### src/rtl/spi_fm_pkg.sv
package spi_fm_pkg;
   localparam int ADDR_W = 7;
   localparam logic [ADDR_W-1:0] OFS_DIV     = 7'h00;
   localparam logic [ADDR_W-1:0] OFS_CLKMODE = 7'h04;
   localparam logic [ADDR_W-1:0] OFS_CSMODE  = 7'h18;
   localparam logic [ADDR_W-1:0] OFS_FMT     = 7'h40;
   localparam logic [ADDR_W-1:0] OFS_TXD     = 7'h48;
   localparam logic [ADDR_W-1:0] OFS_RXD     = 7'h4C;
   localparam logic [ADDR_W-1:0] OFS_TXCTL   = 7'h50;
   localparam logic [ADDR_W-1:0] OFS_RXCTL   = 7'h54;
   localparam logic [ADDR_W-1:0] OFS_IE      = 7'h70;
   localparam logic [ADDR_W-1:0] OFS_IP      = 7'h74;

   typedef enum logic [1:0] {
      CS_AUTO = 2'd0,
      CS_RSVD = 2'd1,
      CS_HOLD = 2'd2,
      CS_OFF  = 2'd3
   } cs_mode_e;

   typedef enum logic [1:0] {
      ST_IDLE  = 2'd0,
      ST_SHIFT = 2'd1,
      ST_TAIL  = 2'd2
   } shift_st_e;
endpackage

### src/rtl/spi_fm_fifo.sv
module spi_fm_fifo #(
   parameter int W     = 8,
   parameter int DEPTH = 8,
   localparam int AW   = $clog2(DEPTH),
   localparam int CW   = $clog2(DEPTH + 1)
) (
   input  logic          clk,
   input  logic          rst_n,
   input  logic          push,
   input  logic [W-1:0]  din,
   input  logic          pop,
   output logic [W-1:0]  dout,
   output logic [CW-1:0] count,
   output logic          full,
   output logic          empty
);
   if ((1 << AW) != DEPTH || DEPTH < 2) begin : g_bad_depth
      $error("spi_fm_fifo: DEPTH must be a power of two of at least 2");
   end

   logic [W-1:0]  mem [DEPTH];
   logic [AW-1:0] wp, rp;
   logic          do_push, do_pop;

   assign full    = (count == CW'(DEPTH));
   assign empty   = (count == '0);
   assign do_pop  = pop && !empty;
   assign do_push = push && (!full || do_pop);
   assign dout    = mem[rp];

   always_ff @(posedge clk) begin
      if (do_push) mem[wp] <= din;
   end

   always_ff @(posedge clk or negedge rst_n) begin
      if (!rst_n) begin
         wp    <= '0;
         rp    <= '0;
         count <= '0;
      end else begin
         if (do_push) wp <= wp + 1'b1;
         if (do_pop)  rp <= rp + 1'b1;
         count <= count + CW'(do_push) - CW'(do_pop);
      end
   end
endmodule

### src/rtl/spi_fm_shifter.sv
module spi_fm_shifter
   import spi_fm_pkg::*;
#(
   parameter int DW    = 8,
   parameter int DIV_W = 12,
   parameter int LEN_W = 4,
   localparam int NW   = $clog2(DW + 1),
   localparam int EW   = $clog2(2 * DW + 1)
) (
   input  logic             clk,
   input  logic             rst_n,
   input  logic [DIV_W-1:0] div,
   input  logic             pol,
   input  logic             pha,
   input  logic             lsb_first,
   input  logic [LEN_W-1:0] frame_len,
   input  logic             start,
   input  logic [DW-1:0]    tx_data,
   output logic             take,
   output logic             busy,
   output logic             sck,
   output logic             mosi,
   input  logic             miso,
   output logic             rx_valid,
   output logic [DW-1:0]    rx_data
);
   if (NW + 1 < EW) begin : g_bad_width
      $error("spi_fm_shifter: edge counter width mismatch");
   end

   shift_st_e        state;
   logic [DIV_W-1:0] divcnt;
   logic [EW-1:0]    edges;
   logic [NW-1:0]    nbits;
   logic [DW-1:0]    txsh, rxsh;
   logic             sck_q, pha_l, lsb_l;
   logic             tick, leading, sample_edge, last_edge;
   logic [NW-1:0]    nbits_new;

   always_comb begin
      if (frame_len == '0 || int'(frame_len) > DW) nbits_new = NW'(DW);
      else                                         nbits_new = NW'(frame_len);
   end

   assign busy        = (state != ST_IDLE);
   assign take        = (state == ST_IDLE) && start;
   assign tick        = busy && (divcnt == div);
   assign leading     = !edges[0];
   assign sample_edge = leading ^ pha_l;
   assign last_edge   = (edges + 1'b1) == EW'({nbits, 1'b0});
   assign sck         = pol ^ sck_q;
   assign mosi        = lsb_l ? txsh[0] : txsh[DW-1];
   assign rx_valid    = (state == ST_TAIL) && tick;
   assign rx_data     = lsb_l ? (rxsh >> (DW - int'(nbits))) : rxsh;

   always_ff @(posedge clk or negedge rst_n) begin
      if (!rst_n) begin
         state  <= ST_IDLE;
         divcnt <= '0;
         edges  <= '0;
         nbits  <= NW'(DW);
         txsh   <= '0;
         rxsh   <= '0;
         sck_q  <= 1'b0;
         pha_l  <= 1'b0;
         lsb_l  <= 1'b0;
      end else begin
         if (!busy || tick) divcnt <= '0;
         else               divcnt <= divcnt + 1'b1;
         unique case (state)
            ST_IDLE: begin
               if (start) begin
                  state <= ST_SHIFT;
                  nbits <= nbits_new;
                  edges <= '0;
                  rxsh  <= '0;
                  pha_l <= pha;
                  lsb_l <= lsb_first;
                  txsh  <= lsb_first ? tx_data
                                     : (tx_data << (DW - int'(nbits_new)));
               end
            end
            ST_SHIFT: begin
               if (tick) begin
                  sck_q <= !sck_q;
                  edges <= edges + 1'b1;
                  if (sample_edge) begin
                     rxsh <= lsb_l ? {miso, rxsh[DW-1:1]} : {rxsh[DW-2:0], miso};
                  end else if (!(pha_l && edges == '0)) begin
                     txsh <= lsb_l ? (txsh >> 1) : (txsh << 1);
                  end
                  if (last_edge) state <= ST_TAIL;
               end
            end
            ST_TAIL: begin
               if (tick) state <= ST_IDLE;
            end
            default: state <= ST_IDLE;
         endcase
      end
   end
endmodule

### src/rtl/spi_flash_master.sv
module spi_flash_master
   import spi_fm_pkg::*;
#(
   parameter int FIFO_DEPTH = 8,
   parameter int DW         = 8,
   parameter int DIV_W      = 12,
   parameter int DIV_RESET  = 3,
   localparam int LEN_W     = 4,
   localparam int WM_W      = 16,
   localparam int CNT_W     = $clog2(FIFO_DEPTH + 1)
) (
   input  logic              clk,
   input  logic              rst_n,
   input  logic [ADDR_W-1:0] reg_addr,
   input  logic              reg_wr,
   input  logic              reg_rd,
   input  logic [31:0]       reg_wdata,
   output logic [31:0]       reg_rdata,
   output logic              sck,
   output logic              mosi,
   input  logic              miso,
   output logic              cs_n,
   output logic              irq
);
   if (DW < 2 || DW > 16) begin : g_bad_dw
      $error("spi_flash_master: DW must lie in 2..16");
   end
   if (DIV_W < 1 || DIV_W > 16) begin : g_bad_div
      $error("spi_flash_master: DIV_W must lie in 1..16");
   end
   if (CNT_W >= WM_W) begin : g_bad_depth
      $error("spi_flash_master: FIFO_DEPTH too large for watermark field");
   end

   logic [DIV_W-1:0] div_q;
   logic             pol_q, pha_q;
   cs_mode_e         csmode;
   logic [1:0]       proto_q;
   logic             lsb_q, dir_tx_q, dir_tx_l;
   logic [LEN_W-1:0] len_q;
   logic [WM_W-1:0]  txwm_q, rxwm_q;
   logic [1:0]       ie_q, ip;
   logic             hold_q;

   logic             tx_push, tx_take, tx_full, tx_empty;
   logic [DW-1:0]    tx_dout;
   logic [CNT_W-1:0] tx_cnt;
   logic             rx_push, rx_pop, rx_full, rx_empty, rx_valid;
   logic [DW-1:0]    rx_dout, rx_frame;
   logic [CNT_W-1:0] rx_cnt;
   logic             busy;
   logic [CNT_W:0]   tx_level;
   logic             wdata_unused;

   assign wdata_unused = ^{reg_wdata[31:20], reg_wdata[15:DIV_W]};

   assign tx_push = reg_wr && (reg_addr == OFS_TXD);
   assign rx_pop  = reg_rd && (reg_addr == OFS_RXD);
   assign rx_push = rx_valid && !dir_tx_l;

   always_ff @(posedge clk or negedge rst_n) begin
      if (!rst_n) begin
         div_q    <= DIV_W'(DIV_RESET);
         pol_q    <= 1'b0;
         pha_q    <= 1'b0;
         csmode   <= CS_AUTO;
         proto_q  <= '0;
         lsb_q    <= 1'b0;
         dir_tx_q <= 1'b0;
         len_q    <= LEN_W'(DW);
         txwm_q   <= '0;
         rxwm_q   <= '0;
         ie_q     <= '0;
      end else if (reg_wr) begin
         unique case (reg_addr)
            OFS_DIV:     div_q <= reg_wdata[DIV_W-1:0];
            OFS_CLKMODE: {pha_q, pol_q} <= reg_wdata[1:0];
            OFS_CSMODE:  csmode <= cs_mode_e'(reg_wdata[1:0]);
            OFS_FMT: begin
               proto_q  <= reg_wdata[1:0];
               lsb_q    <= reg_wdata[2];
               dir_tx_q <= reg_wdata[3];
               len_q    <= reg_wdata[16 +: LEN_W];
            end
            OFS_TXCTL:   txwm_q <= reg_wdata[WM_W-1:0];
            OFS_RXCTL:   rxwm_q <= reg_wdata[WM_W-1:0];
            OFS_IE:      ie_q   <= reg_wdata[1:0];
            default: ;
         endcase
      end
   end

   always_ff @(posedge clk or negedge rst_n) begin
      if (!rst_n) begin
         dir_tx_l <= 1'b0;
         hold_q   <= 1'b0;
      end else begin
         if (tx_take) dir_tx_l <= dir_tx_q;
         if (csmode != CS_HOLD) hold_q <= 1'b0;
         else if (busy)         hold_q <= 1'b1;
      end
   end

   spi_fm_fifo #(.W(DW), .DEPTH(FIFO_DEPTH)) u_txq (
      .clk(clk), .rst_n(rst_n),
      .push(tx_push), .din(reg_wdata[DW-1:0]),
      .pop(tx_take), .dout(tx_dout),
      .count(tx_cnt), .full(tx_full), .empty(tx_empty)
   );

   spi_fm_fifo #(.W(DW), .DEPTH(FIFO_DEPTH)) u_rxq (
      .clk(clk), .rst_n(rst_n),
      .push(rx_push), .din(rx_frame),
      .pop(rx_pop), .dout(rx_dout),
      .count(rx_cnt), .full(rx_full), .empty(rx_empty)
   );

   spi_fm_shifter #(.DW(DW), .DIV_W(DIV_W), .LEN_W(LEN_W)) u_eng (
      .clk(clk), .rst_n(rst_n),
      .div(div_q), .pol(pol_q), .pha(pha_q), .lsb_first(lsb_q),
      .frame_len(len_q), .start(!tx_empty), .tx_data(tx_dout),
      .take(tx_take), .busy(busy),
      .sck(sck), .mosi(mosi), .miso(miso),
      .rx_valid(rx_valid), .rx_data(rx_frame)
   );

   assign cs_n     = !((csmode != CS_OFF) && (busy || hold_q));
   assign tx_level = {1'b0, tx_cnt} + (CNT_W + 1)'(busy);
   assign ip[0]    = WM_W'(tx_level) < txwm_q;
   assign ip[1]    = WM_W'(rx_cnt) > rxwm_q;
   assign irq      = |(ip & ie_q);

   always_comb begin
      reg_rdata = '0;
      unique case (reg_addr)
         OFS_DIV:     reg_rdata[DIV_W-1:0] = div_q;
         OFS_CLKMODE: reg_rdata[1:0] = {pha_q, pol_q};
         OFS_CSMODE:  reg_rdata[1:0] = csmode;
         OFS_FMT:     reg_rdata = {12'd0, len_q, 12'd0, dir_tx_q, lsb_q, proto_q};
         OFS_TXD:     reg_rdata[31] = tx_full;
         OFS_RXD: begin
            reg_rdata[31] = rx_empty;
            if (!rx_empty) reg_rdata[DW-1:0] = rx_dout;
         end
         OFS_TXCTL:   reg_rdata[WM_W-1:0] = txwm_q;
         OFS_RXCTL:   reg_rdata[WM_W-1:0] = rxwm_q;
         OFS_IE:      reg_rdata[1:0] = ie_q;
         OFS_IP:      reg_rdata[1:0] = ip;
         default: ;
      endcase
   end
endmodule

### config.mk
export PLATFORM = sky130hd
export DESIGN_NAME = spi_flash_master
export DESIGN_NICKNAME = d
export VERILOG_FILES = /design/src/rtl/spi_fm_pkg.sv /design/src/rtl/spi_fm_fifo.sv /design/src/rtl/spi_fm_shifter.sv /design/src/rtl/spi_flash_master.sv
export SDC_FILE = /design/constraint.sdc
export NUM_CORES = 1
export LEC_CHECK = 0
export BUFFER_PORTS_ARGS = -buffer_cell sky130_fd_sc_hd__buf_4
export CORE_MARGIN = 1.5
export CORE_UTILIZATION = 40
export DETAILED_ROUTE_END_ITERATION = 10
export GPL_ROUTABILITY_DRIVEN = 0
export PLACE_DENSITY_LB_ADDON = 0.1
export SLEW_MARGIN = 20
export SYNTH_ARGS = -nofsm -noshare
export SYNTH_HDL_FRONTEND = slang
export SYNTH_SLANG_ARGS = --single-unit
export TNS_END_PERCENT = 30
### constraint.sdc
create_clock -name clk -period 5.7 [get_ports clk]
set_input_delay 0.57 -clock clk [delete_from_list [all_inputs] [get_ports clk]]
set_output_delay 0.57 -clock clk [all_outputs]
set_load 0.01 [all_outputs]
# Yosys cells after proc, flatten, opt, wreduce, memory -nomap -nowiden

Memories as Yosys holds them, arrays and structs flattened.
Cells that the tools add are included.
Widths: inputs -> output; s select.

Bits in registers: 122
Bits in writable memories: 128
Bits of input ports: 44
Output and inout port bits: 36
Word-level logic and storage cells: 162
Memories kept: 2

Memory list:

| name      | depth | bits a word | read ports | clocked after Yosys merged registers in | wr ports | RTL line          | RTL |
|---|---|---|---|---|---|---|---|
| u_rxq.mem | 8     | 8           | 1          | 0                                       | 1        | spi_fm_fifo.sv:21 | `logic [W-1:0] mem [DEPTH];` |
| u_txq.mem | 8     | 8           | 1          | 0                                       | 1        | spi_fm_fifo.sv:21 |  |

Add/subtract/negate cells: 13
Magnitude comparators: 3
Equal/unequal tests: 24
Shift-type cells: 2
Muxes and demuxes: 37
Bitwise logic cells: 4
Reduce and logical (&&, ||, !) cells: 49

Operators with widths:

| operator              | number |
|---|---|
| $mux 8                | 12 |
| $eq 7x7->1 const B    | 7 |
| $pmux 8 s2            | 2 |
| $shl 8x32->8          | 1 |
| $shr 8x32->8          | 1 |
| $pmux 6 s5            | 1 |
| $pmux 2 s9            | 1 |
| $reduce_and 2->1      | 9 |
| $gt 4x16->1           | 1 |
| $lt 5x16->1           | 1 |
| $add 12x1->12 const B | 1 |
| $add 3x1->3 const B   | 4 |
| $eq 12x12->1          | 1 |
| $logic_and 1x1->1     | 12 |
| $logic_not 4->1       | 3 |
| $mux 12               | 1 |
| $pmux 4 s3            | 1 |
| $mux 5                | 2 |
| $ne 2x2->1 const B    | 5 |
| $pmux 5 s2            | 1 |
| $sub 4x4->5 const A   | 2 |
| $logic_not 1->1       | 9 |
| $add 4x1->4           | 2 |
| $eq 4x4->1 const B    | 2 |
| other kinds (28)      | 50 |

# Longest topological paths before layout

Word-level depth: 8
Depth in mapped cells: 12
Depth with buffers taken out: 12

# Modules after synthesis

A second synthesis with hierarchy kept.

Cell total of the unflattened synthesis: 932
Area total of the unflattened synthesis: 12577.1 µm²

Modules (own cells, without submodules):

| module           | instances | cells each | area each (µm²) | seq. area each (µm²) |
|---|---|---|---|---|
| spi_fm_fifo      | 2         | 153        | 3093.0          | 2172.1 |
| spi_flash_master | 1         | 278        | 3350.7          | 1505.2 |
| spi_fm_shifter   | 1         | 348        | 3040.4          | 1052.3 |

# Worst setup path before layout

OpenSTA, ideal clock, no wires.

Path kind: reg-to-output
Start: register u_eng.state[0]
End: output reg_rdata[0]
Arrival: 2369 ps
Data required time: 5130 ps
Path slack: 2761 ps
Cell stages (with the launch flop): 12
Buffers on the path: 1
Cells stage by stage: dfrtp_1 or2_1 clkbuf_1 ha_1 ha_1 ha_1 a21o_1 a21o_1 a21oi_1 nor2b_1 o2111ai_1 a311o_1

Longest elaborated chain between the ends: 4

Ends and longest elaborated chain:

| element                | RTL line                | RTL |
|---|---|---|
| from (decl)            | spi_fm_shifter.sv:31    | `shift_st_e state;` |
| from (signal assigned) | spi_fm_shifter.sv:58    | `state <= ST_IDLE;` |
| from (signal assigned) | spi_fm_shifter.sv:73    | `state <= ST_SHIFT;` |
| from (signal assigned) | spi_fm_shifter.sv:92    | `if (last_edge) state <= ST_TAIL;` |
| $reduce_bool 2->1      | spi_fm_shifter.sv:45    | `assign busy = (state != ST_IDLE);` |
| $add 4x1->5            | spi_flash_master.sv:128 | `assign tx_level = {1'b0, tx_cnt} + (CNT_W + 1)'(busy);` |
| $lt 5x16->1            | spi_flash_master.sv:129 | `assign ip[0] = WM_W'(tx_level) < txwm_q;` |
| $pmux 2 s9             | spi_flash_master.sv:135 | `unique case (reg_addr)` |
| to (decl)              | spi_flash_master.sv:18  | `output logic [31:0] reg_rdata,` |

No other way between the ends.

# Worst setup path after layout

Ends and elaborated chain as after synthesis.

==> results.tsv <==
metric	value	unit
core	29720	um2
cts_tree	done	
grt_usage	18.52	%
fmax	0.2532	GHz
setup_tns	0	ns
wl_per_cell	20.19	um
reg2reg_from	u_eng.state[0]	
drv_slew	0	
finalWorstSetupSlack	1.750	ns
ant_nets	0	
p_leak	5.681	nW
dpl.hpwl	19150	um
start_kind	register	
crit_path_start	u_eng.state[0]	
cts_setup_buffers	0	
fp.dieArea	31340	um2
setup_viol	0	
reg2reg_depth	9	
grt_max_degree	77	
fp.dieW	177.0	um
reg2reg_to	u_txq.mem[4][7]	
final_layout_size_suffix_gt1_share	21.73	%
dieHeight	177.0	um
synthArstFlopShare	48.80	%
peakVddDrop	0.2232	mV
netlist_area	12120	um2
antenna_found_initial	0	
portBuffers	56	
dpl.cell_count	1348	
drcViolationCount	0	
critPathCapture	reg_rdata[0]	
tightest_slew	1.141	ns
whs	0.07557	ns
yosys_warnings	0	
reg2reg_slack	2.33	ns
wirelength	28240	um
drtIter0Drc	535	
initial_core_util	40.77	%
nets	1067	
io_pins	80	
synth-edff-count	128	
finalHoldViolations	0	
path_clk_slew	0.06	ns
hold_buffers	0	
stdcell_count	1399	
cts_buffers	28	
rsz0062_at_grt	false	
powerDensity	436.7	nW/um2
netlist_instances	928	
synth_area_per_cell	13.06	um2
clock-sinks	250	
drt_first_pass_iters	5	
worstPathMaxFanout	5	
slew_headroom	23.15	%
timing.final.crit_share	69.30	%
vias_per_cell	5.400	
num_rows	63	
cap_violations	0	
min_period	3.950	ns
crit_path_end_kind	output port	
synth_cell_type_count	76	
yosysSeqAreaShare	56.96	%
yosys.area.top_type	edfxtp_1	
dp_worst_setup_slack	2.295	ns
synth.top_cells.by_area	edfxtp_1 32%, dfrtp_1 24%, mux2_2 5.5%, mux4_2 4.1%, ha_1 3.4%	
fill_cells	2678	
ys_ff_latch	250	
crit_arrival	3.38	ns
area_growth	14.39	%
finClkSkew	0.007927	ns
grt-ovfl-total	0	
synth_top_area_share	31.72	%
worst-endpoint-required	5.13	ns
grt_pass1_vias	7499	
clkLatencyLatePin	0.54	ns
grt_first_pass_wirelength	44460	um
routed-via-count	7554	
critPathKind	register to output port	
outcome	finished clean	
cts_resized	0	
clock-root-buffer	clkbuf_16	
ys.flop_type	edfxtp_1	
clockBufferDepth	3	
htree_levels	1	
hp-class	primary input to asynchronous set/reset pin	
layout make-up:
| cell class | instances | area, um2 | area share, % |
|---|---|---|---|
| Antenna cell | 1 | 2.502 | 0.01805 |
| Clock buffer | 33 | 770.7 | 5.561 |
| Clock inverter | 17 | 186.4 | 1.345 |
| Inverter | 42 | 157.7 | 1.137 |
| Multi-Input combinational cell | 599 | 4847 | 34.97 |
| Sequential cell | 250 | 6902 | 49.79 |
| Tap cell | 390 | 488.0 | 3.520 |
| Timing Repair Buffer | 67 | 506.7 | 3.656 |
how the worst min path moves through the flow:
stage	cells after the start	endpoint
after floorplan	0	csmode[0]
final	1	txwm_q[6]
after detailed placement	2	dir_tx_l
after global placement	2	dir_tx_l
after CTS	1	txwm_q[6]
after global routing	1	txwm_q[6]
synthesized netlist by cell type (7+ instances only):
cell      count
mux2_2       59
a22oi_1       8
nand3_1      22
nor2b_1       7
mux4_2       22
clkbuf_1     20
mux2i_1      35
buf_2        10
nor2_1       45
nand2b_1     10
nor3_1       10
a222oi_1     10
edfxtp_1    128
and3_1       10
nor4_1        7
a21oi_1      21
ha_1         33
o21ai_0      37
xor2_1       31
and2_1       11
inv_1        39
dfrtp_1     118
buf_4        14
xnor2_1      19
nand2_1      77
a21o_1        7
mux2_1       18
power breakdown:
part           switching (W)  internal [W]  total (W)
registers           0.000304       0.00217    0.00247
logic               0.000955      0.000759    0.00171
clock network       0.000728       0.00114    0.00187
total                0.00199       0.00407    0.00605
cells in the final DEF, fill, tap and decap left out, types with 5 or more instances in the layout:
master | netlist | layout
ha_1 | 33 | 33
nor3_1 | 10 | 9
and3_1 | 10 | 10
o21ai_0 | 37 | 37
a21o_1 | 7 | 7
nor2_1 | 45 | 45
clkbuf_16 | 0 | 29
xor2_1 | 31 | 31
nor4_1 | 7 | 7
mux2_1 | 18 | 18
conb_1 | 1 | 11
dfrtp_1 | 118 | 118
a22oi_1 | 8 | 8
nor2b_1 | 7 | 7
and2_1 | 11 | 11
xnor2_1 | 19 | 19
clkinv_2 | 0 | 10
a222oi_1 | 10 | 10
mux2i_1 | 35 | 35
inv_1 | 39 | 39
nand2_1 | 77 | 77
mux2_2 | 59 | 59
nor3b_1 | 5 | 5
nand2b_1 | 10 | 10
o211ai_1 | 6 | 6
a21oi_1 | 21 | 21
mux4_2 | 22 | 22
a22o_1 | 6 | 6
a31oi_1 | 6 | 6
nand3_1 | 22 | 22
edfxtp_1 | 128 | 128
buf_4 | 14 | 66
per-stage QoR:
stage	util, %	cell area [um2]	total power, W
6_report	46.64	13860	0.006053
2_1_floorplan	-	12150	0.003732
3_5_place_dp	43.41	12900	0.004225
5_1_grt	46.63	13860	0.006414
3_3_place_gp	43.41	12900	0.004204
4_1_cts	46.63	13860	0.006116
sequential cells by signal (all words and copies together), names as in the netlist, 3 cells and up:
| register | flops |
|---|---|
| u_rxq.mem | 64 |
| u_txq.mem | 64 |
| rxwm_q | 16 |
| txwm_q | 16 |
| div_q | 12 |
| u_eng.divcnt | 12 |
| u_eng.rxsh | 8 |
| u_eng.txsh | 8 |
| u_eng.edges | 5 |
| len_q | 4 |
| u_eng.nbits | 4 |
| u_rxq.count | 4 |
| u_txq.count | 4 |
| u_rxq.rp | 3 |
| u_rxq.wp | 3 |
| u_txq.rp | 3 |
| u_txq.wp | 3 |
logic make-up after synthesis:
group,after synthesis,share of synthesized area (%)
flip-flops,250,56.96
AND/OR/NAND/NOR,228,9.438
multiplexers,138,14.82
AO/OA/AOI/OAI,137,8.013
buffers and inverters,89,3.387
XOR/XNOR,50,3.614
adder cells (fa/ha/maj),35,3.738
other,1,0.03095
worst max-delay path, cell delays in order (launching register included):
cell	delay [ns]
dfrtp_1	0.41
or2_1	0.34
ha_1	0.24
ha_1	0.27
ha_1	0.27
a21o_1	0.15
a21o_1	0.16
a21oi_1	0.20
nor2b_1	0.07
o2111ai_1	0.29
a311o_1	0.29
buf_4	0.14
routing by layer:
metal / share of wire [%] / vias up / GRT usage, %
met5: 0 / - / 0
met4: 1.9 / 0 / 3.743
met2: 46 / 148 / 29.18
met3: 3.1 / 38 / 2.148
met1: 49 / 3817 / 27.53
li1: - / 3551 / -
(Power assumes the default switching activity.)
